$ cat config.mk
export PLATFORM = sky130hd
export DESIGN_NAME = frac_rate_gen
export DESIGN_NICKNAME = d
export VERILOG_FILES = /design/src/rtl/srgen_pkg.sv /design/src/rtl/srgen_ctrl.sv /design/src/rtl/srgen_dp.sv /design/src/rtl/frac_rate_gen.sv
export SDC_FILE = /design/constraint.sdc
export NUM_CORES = 1
export LEC_CHECK = 0
export CORE_ASPECT_RATIO = 0.8
export CORE_MARGIN = 2
export CORE_UTILIZATION = 60
export CTS_CLUSTER_DIAMETER = 80
export DETAILED_ROUTE_END_ITERATION = 8
export PLACE_DENSITY = 0.92
export SLEW_MARGIN = 10
export SYNTH_ARGS = -nofsm -noshare
export SYNTH_HDL_FRONTEND = slang
export SYNTH_HIERARCHICAL = 1
export SYNTH_SLANG_ARGS = --single-unit
$ cat constraint.sdc
create_clock -name clk -period 10.08 [get_ports clk]
set_clock_uncertainty 0.1 [all_clocks]
set_input_delay 1.008 -clock clk [delete_from_list [all_inputs] [get_ports clk]]
set_output_delay 1.008 -clock clk [all_outputs]
set_load 0.03 [all_outputs]
$ cat src/rtl/srgen_pkg.sv
package srgen_pkg;

  // Command strobes from the control half to the accumulator datapath.
  typedef struct packed {
    logic clear;  // force accumulator to zero, no strobe
    logic step;   // add the increment this cycle
  } accCmd_t;

endpackage

$ cat src/rtl/srgen_ctrl.sv
module srgen_ctrl
  import srgen_pkg::*;
#(
  parameter int ACC_W = 16
) (
  input  logic               clk,
  input  logic               rstN,
  input  logic               tick44k,
  input  logic               tick48k,
  input  logic               baseWrEn,
  input  logic               baseWrData,
  input  logic               rateWrEn,
  input  logic [2*ACC_W-1:0] rateWrData,
  output accCmd_t            cmd,
  output logic [ACC_W-1:0]   incOut,
  output logic [ACC_W-1:0]   modOut
);

  localparam int CTL_W = 2 * ACC_W;

  logic             baseSel;
  logic [ACC_W-1:0] incReg;
  logic [ACC_W-1:0] corrReg;
  logic [ACC_W-1:0] modVal;
  logic             cfgLegal;
  logic             selTick;

  // Base select register: 1 = 44.1k family, 0 = 48k family.
  always_ff @(posedge clk or negedge rstN) begin
    if (!rstN) begin
      baseSel <= 1'b0;
    end else if (baseWrEn) begin
      baseSel <= baseWrData;
    end
  end

  // Rate word: increment low half, correction term high half.
  // The reset pair decodes to modulus 0, an illegal setting.
  always_ff @(posedge clk or negedge rstN) begin
    if (!rstN) begin
      incReg  <= '0;
      corrReg <= '1;
    end else if (rateWrEn) begin
      incReg  <= rateWrData[ACC_W-1:0];
      corrReg <= rateWrData[CTL_W-1:ACC_W];
    end
  end

  // Recover the modulus from the stored correction term.
  always_comb begin
    modVal   = incReg - corrReg - ACC_W'(1);
    cfgLegal = (modVal != '0) && (modVal >= incReg);
  end

  assign selTick = baseSel ? tick44k : tick48k;

  always_comb begin
    cmd.clear = rateWrEn || !cfgLegal;
    cmd.step  = selTick && cfgLegal && !rateWrEn;
  end

  assign incOut = incReg;
  assign modOut = modVal;

endmodule

$ cat src/rtl/srgen_dp.sv
module srgen_dp
  import srgen_pkg::*;
#(
  parameter int ACC_W = 16
) (
  input  logic             clk,
  input  logic             rstN,
  input  accCmd_t          cmd,
  input  logic [ACC_W-1:0] inc,
  input  logic [ACC_W-1:0] modulus,
  output logic             sampleStb
);

  localparam int SUM_W = ACC_W + 1;

  logic [ACC_W-1:0] acc;
  logic [SUM_W-1:0] sum;
  logic [SUM_W-1:0] wrapped;
  logic             wrapHit;
  logic [ACC_W-1:0] accNext;

  always_comb begin
    sum     = {1'b0, acc} + {1'b0, inc};
    wrapHit = sum >= {1'b0, modulus};
    wrapped = sum - {1'b0, modulus};
    accNext = wrapHit ? wrapped[ACC_W-1:0] : sum[ACC_W-1:0];
  end

  always_ff @(posedge clk or negedge rstN) begin
    if (!rstN) begin
      acc       <= '0;
      sampleStb <= 1'b0;
    end else if (cmd.clear) begin
      acc       <= '0;
      sampleStb <= 1'b0;
    end else if (cmd.step) begin
      acc       <= accNext;
      sampleStb <= wrapHit;
    end else begin
      sampleStb <= 1'b0;
    end
  end

endmodule

$ cat src/rtl/frac_rate_gen.sv
module frac_rate_gen
  import srgen_pkg::*;
#(
  parameter int ACC_W = 16
) (
  input  logic               clk,
  input  logic               rstN,
  input  logic               tick44k,
  input  logic               tick48k,
  input  logic               baseWrEn,
  input  logic               baseWrData,
  input  logic               rateWrEn,
  input  logic [2*ACC_W-1:0] rateWrData,
  output logic               sampleStb
);

  accCmd_t          cmd;
  logic [ACC_W-1:0] incBus;
  logic [ACC_W-1:0] modBus;

  srgen_ctrl #(.ACC_W(ACC_W)) u_ctrl (
    .clk        (clk),
    .rstN       (rstN),
    .tick44k    (tick44k),
    .tick48k    (tick48k),
    .baseWrEn   (baseWrEn),
    .baseWrData (baseWrData),
    .rateWrEn   (rateWrEn),
    .rateWrData (rateWrData),
    .cmd        (cmd),
    .incOut     (incBus),
    .modOut     (modBus)
  );

  srgen_dp #(.ACC_W(ACC_W)) u_dp (
    .clk       (clk),
    .rstN      (rstN),
    .cmd       (cmd),
    .inc       (incBus),
    .modulus   (modBus),
    .sampleStb (sampleStb)
  );

endmodule

Word level (Yosys, flattened, before mapping)

Cells that the tools add are included.

Register bits after elaboration: 50

$add $sub $neg: 4
Order comparisons: 2
Mux-type cells: 6
Reductions and logical operators: 8

Operator list:

| operator                                                             | count |
|---|---|
| 16-bit two-way mux                                                   | 3 |
| 16-bit subtractor                                                    | 2 |
| 16-bit by 16-bit adder with 17-bit output                            | 1 |
| 17-bit by 16-bit >= comparator with 1-bit output                     | 1 |
| 16-bit >= comparator                                                 | 1 |
| 16-bit nonzero test                                                  | 1 |
| 16-bit by 1-bit subtractor with 16-bit output, second input constant | 1 |
| 1-bit logical AND                                                    | 3 |
| 1-bit two-way mux                                                    | 3 |
| 1-bit zero test                                                      | 2 |
| 2-bit nonzero test                                                   | 1 |
| 1-bit logical OR                                                     | 1 |

Logic depth before layout (Yosys ltp)

Depth in word-level cells: 8
Gate-level depth with buffers: 21
Depth with buffers taken out: 21

Cells and area by module

The synthesis kept the hierarchy.

By module, submodules not included:

| module     | times used | cells each | area an instance (µm²) |
|---|---|---|---|
| srgen_dp   | 1          | 340        | 2542.4 |
| srgen_ctrl | 1          | 297        | 2493.6 |

Worst setup path after synthesis

OpenSTA, ideal clock, no wires.

Path type: flip-flop to flip-flop
Start: register u_ctrl.corrReg[0]
End: register u_dp.acc[0]
Library setup time: 99 ps
Data arrival time: 3807 ps
Slack: 6074 ps
Cell stages (with the launch flop): 21
Path buffers: 1
Path through: dfstp_2 inv_1 ha_1 inv_1 fa_1 nor2b_1 o2111ai_2 a21oi_1 or3_1 a21oi_1 xnor2_1 ha_1 nand4_1 nor2_1 o21ai_0 a21oi_1 nor3_1 nor4_1 clkbuf_1 nor2_1 a311oi_1

RTL lines:

| item                   | RTL line         | source |
|---|---|---|
| from (decl)            | srgen_ctrl.sv:23 | `logic [ACC_W-1:0] corrReg;` |
| from (signal assigned) | srgen_ctrl.sv:45 | `corrReg <= rateWrData[CTL_W-1:ACC_W];` |
| to (signal assigned)   | srgen_dp.sv:37   | `acc <= accNext;` |
| to (decl)              | srgen_dp.sv:16   | `logic [ACC_W-1:0] acc;` |

Worst setup path in the final report

Start: register u_ctrl.incReg[0], in the netlist u_ctrl/incOut[0]
End: register u_dp.acc[14]

Cells in the longest elaborated chain, start to end: 7
Elaborated cells between the ends (all ways): 16

Ends and longest elaborated chain:

| item                                                      | RTL line            | source |
|---|---|---|
| from (decl)                                               | srgen_ctrl.sv:22    | `logic [ACC_W-1:0] incReg;` |
| from (signal assigned)                                    | srgen_ctrl.sv:44    | `incReg <= rateWrData[ACC_W-1:0];` |
| 16-bit subtractor *                                       | srgen_ctrl.sv:51    | `modVal = incReg - corrReg - ACC_W'(1);` |
| 16-bit by 1-bit subtractor with 16-bit output *           | srgen_ctrl.sv:51    |  |
| net modBus[12]                                            | frac_rate_gen.sv:19 | `logic [ACC_W-1:0] modBus;` |
| branches (longest 5 deep; another with 16-bit subtractor) | --                  |  |

Mark *: on every way through the listed nets, which the timed path passes. The select of a mux whose other input is x is not followed.
A chain may end at the register's enable or synchronous reset.

==> impl_metrics.env <==
export IMPL_setup_viol_count_final=0
export IMPL_grt_start_max_net_pins=65
export IMPL_routed_wire_length_per_instance_um=16.9
export IMPL_initial_antenna_violation_count=0
export IMPL_grt_util_met3_pct=4.41
export IMPL_gp_congestion=0.928
export IMPL_layout_setup_ws_ns=5.18
export IMPL_final_min_period_over_clock_period_pct=48.7
export IMPL_detail_route_vias_per_cell=6.16
export IMPL_grt_util_all_layers_pct=30.1
export IMPL_port_buffers=39
export IMPL_synth_main_ff_cell="sky130_fd_sc_hd__dfrtp_1"
export IMPL_hold_viol_final=0
export IMPL_critical_path_max_fanout=14
export IMPL_timing_worst_slew_pin_value_ns=0.934
export IMPL_cp_data_required_time_ns=10.19
export IMPL_floorplan_io_pins=40
export IMPL_p_switching_w=0.000511
export IMPL_wirelength_um=13100
export IMPL_setup_tns_final_ns=0
export IMPL_dp_hpwl_um=10300
export IMPL_die_width_um=106
export IMPL_timing_max_slew_rel_slack_pct=37.3
export IMPL_core_region_area_um2=8060
export IMPL_mappedNetlistArea_um2=5040
export IMPL_mappedNetlistNets=742
export IMPL_synth_warning_count=6
export IMPL_antenna_left=0
export IMPL_share_clk_of_total_power_pct=11.5
export IMPL_synthCells=637
export IMPL_total_leakage_power_nw=2.50
export IMPL_netSwitchingFraction_pct=48.2
export IMPL_synth_top_area_share_pct=16.9
export IMPL_ys_ff_latch=50
export IMPL_grt_busiest_layer="met2"
export IMPL_dp_cells=766
export IMPL_synth_area_leader_cell="sky130_fd_sc_hd__dfrtp_1"
export IMPL_layout_filler_cells=633
export IMPL_place_worst_setup_slack_ns=5.32
export IMPL_clock_sinks=50
export IMPL_netlist_cell_type_count=69
export IMPL_cts_path_max_buffers=2
export IMPL_postLayoutCoreUtil_pct=69.2
export IMPL_regToRegSetupSlack_ns=5.18
export IMPL_syn2layout_area_growth_pct=10.6
export IMPL_antenna_diode_count=0
export IMPL_clk_pin_slew_worst_paths_ns=0.10
export IMPL_first_iter_violations=421
export IMPL_cp_arrival_ns=5.02
export IMPL_max_vdd_ir_drop_v=0.0000986
export IMPL_die_area_um2=9150
export IMPL_instances_no_fill=774
export IMPL_fin_hold_ws_ns=0.410
export IMPL_gr_usage_met1_pct=39.9
export IMPL_p_comb_share_pct=66.2
export IMPL_critPathKind="flop to flop"
export IMPL_post_synth_cell_area_avg_um2=7.91
export IMPL_finalCriticalPeriod_ns=4.90
export IMPL_num_nets_final=770
export IMPL_status="finished, final reports clean"
export IMPL_cp_end_kind="flop"
export IMPL_via_count_of_the_first_global_routing_pass=4598
export IMPL_clock_tree_htree_level_count=2
export IMPL_report_final_slew_viol_count=0
export IMPL_synth_edff_count=0
export IMPL_cts_made_buffers=5
export IMPL_setup_worst_path_start_class="flop"
export IMPL_cts_repair_resize_count=0
export IMPL_power_frac_seq_pct=22.3
export IMPL_vias=4764
export IMPL_max_freq_ghz=0.204
export IMPL_cts_hold_repair_buffers=0
export IMPL_fraction_of_the_yosys_area_taken_by_sequential_cells_pct=25.2
export IMPL_synthArstFlopShare_pct=100
export IMPL_cts_tree="yes"
export IMPL_starting_utilization_of_the_core_area_pct=62.5
export IMPL_internal_power_w=0.000549
export IMPL_p_per_area_nw_per_um2=190
export IMPL_post_cts_setup_repair_bufs=0
export IMPL_grt_util_met2_pct=51.5
export IMPL_drt_pass1_iter_count=5
export IMPL_rsz0062_at_grt="no"
export IMPL_cts_root_buf="sky130_fd_sc_hd__clkbuf_8"
export IMPL_insertion_delay_ns=0.33
export IMPL_drcViolationCount=0
export IMPL_grt_overflow_total=0
export IMPL_dieHeight_um=85.9
export IMPL_ys_top_cells_by_area="sky130_fd_sc_hd__dfrtp_1, sky130_fd_sc_hd__ha_1, sky130_fd_sc_hd__dfstp_2, sky130_fd_sc_hd__o21ai_0, sky130_fd_sc_hd__inv_1"
export IMPL_timing_hold_worst_class="flop to flop"
export IMPL_post_route_cells_drive_above_1_share_pct=7.06
export IMPL_placementRows=29
export IMPL_cap_viol_max_count=0
export IMPL_global_route_wire_length_before_repair_um=22100
[final timing paths]
path                                  start                 to  cells past startpoint
min                            u_dp/acc[15]       u_dp/acc[15]                      2
min in group asynchronous              rstN   u_ctrl/incOut[2]                      2
min reg2reg                    u_dp/acc[15]       u_dp/acc[15]                      2
max in group asynchronous              rstN  u_ctrl/incOut[10]                      2
max                        u_ctrl/incOut[0]       u_dp/acc[14]                     17
max reg2reg                u_ctrl/incOut[0]       u_dp/acc[14]                     17
[synthesized netlist by cell type (8+ instances only)]
cell type	number
sky130_fd_sc_hd__xor2_1	11
sky130_fd_sc_hd__o21ai_1	11
sky130_fd_sc_hd__a311oi_1	11
sky130_fd_sc_hd__inv_1	68
sky130_fd_sc_hd__o21ai_0	56
sky130_fd_sc_hd__nand3_1	32
sky130_fd_sc_hd__or3_1	8
sky130_fd_sc_hd__nor3_1	20
sky130_fd_sc_hd__clkbuf_1	15
sky130_fd_sc_hd__a21oi_1	42
sky130_fd_sc_hd__dfstp_2	16
sky130_fd_sc_hd__ha_1	63
sky130_fd_sc_hd__nand2b_1	11
sky130_fd_sc_hd__xnor2_1	20
sky130_fd_sc_hd__a21o_1	10
sky130_fd_sc_hd__nor2_1	51
sky130_fd_sc_hd__dfrtp_1	34
sky130_fd_sc_hd__nand2_1	55
[cell type report]
cell class	instances	area, µm²	area share, %
flip-flops and latches	50	1270	22.8
clock inverters	1	7.51	0.135
well taps	108	135	2.43
inverters	68	255	4.58
repair buffers	42	403	7.23
clock buffers	7	76.3	1.37
multi-input cells	498	3420	61.4
[power groups by stage]
stage / Sequential, W / Clock [W] / Combinational, W
CTS: 0.000236 / 0.000123 / 0.000686
floorplan: 0.000235 / 0 / 0.000532
detailed placement: 0.000240 / 0 / 0.000679
global placement: 0.000239 / 0 / 0.000653
global route: 0.000238 / 0.000129 / 0.000775
finish: 0.000236 / 0.000122 / 0.000701
[cell usage in the layout (no fill, tap or decap), drive strengths merged, types with 5 or more instances in the layout]
cell type	instances
clkbuf	7
o21a	7
ha	63
o2111ai	5
nor3	20
nor2	51
or3	8
buf	5
xor2	11
a21o	10
nand2	55
nor2b	5
xnor2	20
o21ai	67
clkdlybuf4s50	37
dfrtp	34
nand4	6
a211oi	5
a31oi	5
inv	68
dfstp	16
nand3	32
a21oi	44
a311oi	11
nand2b	11
[per-stage QoR]
step	total power [W]	area, µm²
2_1_floorplan	0.000767	5040
3_3_place_gp	0.000892	5490
3_5_place_dp	0.000919	5490
4_1_cts	0.00105	5570
5_1_grt	0.00114	5570
6_report	0.00106	5570
[worst max-delay path, stage by stage, from the launching register on]
cell                        delay, ns
sky130_fd_sc_hd__dfrtp_1         0.44
sky130_fd_sc_hd__ha_1            0.21
sky130_fd_sc_hd__inv_1           0.07
sky130_fd_sc_hd__fa_1            0.41
sky130_fd_sc_hd__nor2b_1         0.24
sky130_fd_sc_hd__o2111ai_2       0.17
sky130_fd_sc_hd__a21oi_1         0.29
sky130_fd_sc_hd__or3_1           0.19
sky130_fd_sc_hd__a21oi_1         0.09
sky130_fd_sc_hd__xnor2_1         0.32
sky130_fd_sc_hd__inv_1           0.13
sky130_fd_sc_hd__ha_1            0.41
sky130_fd_sc_hd__nand2_1         0.07
sky130_fd_sc_hd__o21a_1          0.21
sky130_fd_sc_hd__o21ai_0         0.36
sky130_fd_sc_hd__a22o_1          0.57
sky130_fd_sc_hd__o22ai_1         0.17
sky130_fd_sc_hd__a311oi_1        0.34
[flip-flops by register name, indices dropped and copies added, names as in the netlist]
| name | count |
|---|---|
| u_ctrl/corrReg | 16 |
| u_ctrl/incOut | 16 |
| u_dp/acc | 16 |
| u_ctrl/baseSel | 1 |
| u_dp/sampleStb | 1 |
[logic make-up (layout without fill, tap and decap cells)]
kind of cell    after synthesis  in the layout  synth area share (%)
simple gates                211            211                  20.4
compound gates              183            183                  23.7
buf+inv                      89            118                  6.93
fa+ha+maj                    66             66                  16.8
flops                        50             50                  25.2
xor+xnor                     31             31                  5.39
mux                           7              7                  1.47
[routing by layer]
metal  up-vias  part of all wire [%]
li1       2328                     -
met1      2238                    45
met2       174                    46
met3        24                   6.2
met4         0                   2.3
met5         -                     0
No activity file was read; power rests on OpenSTA's default activity.
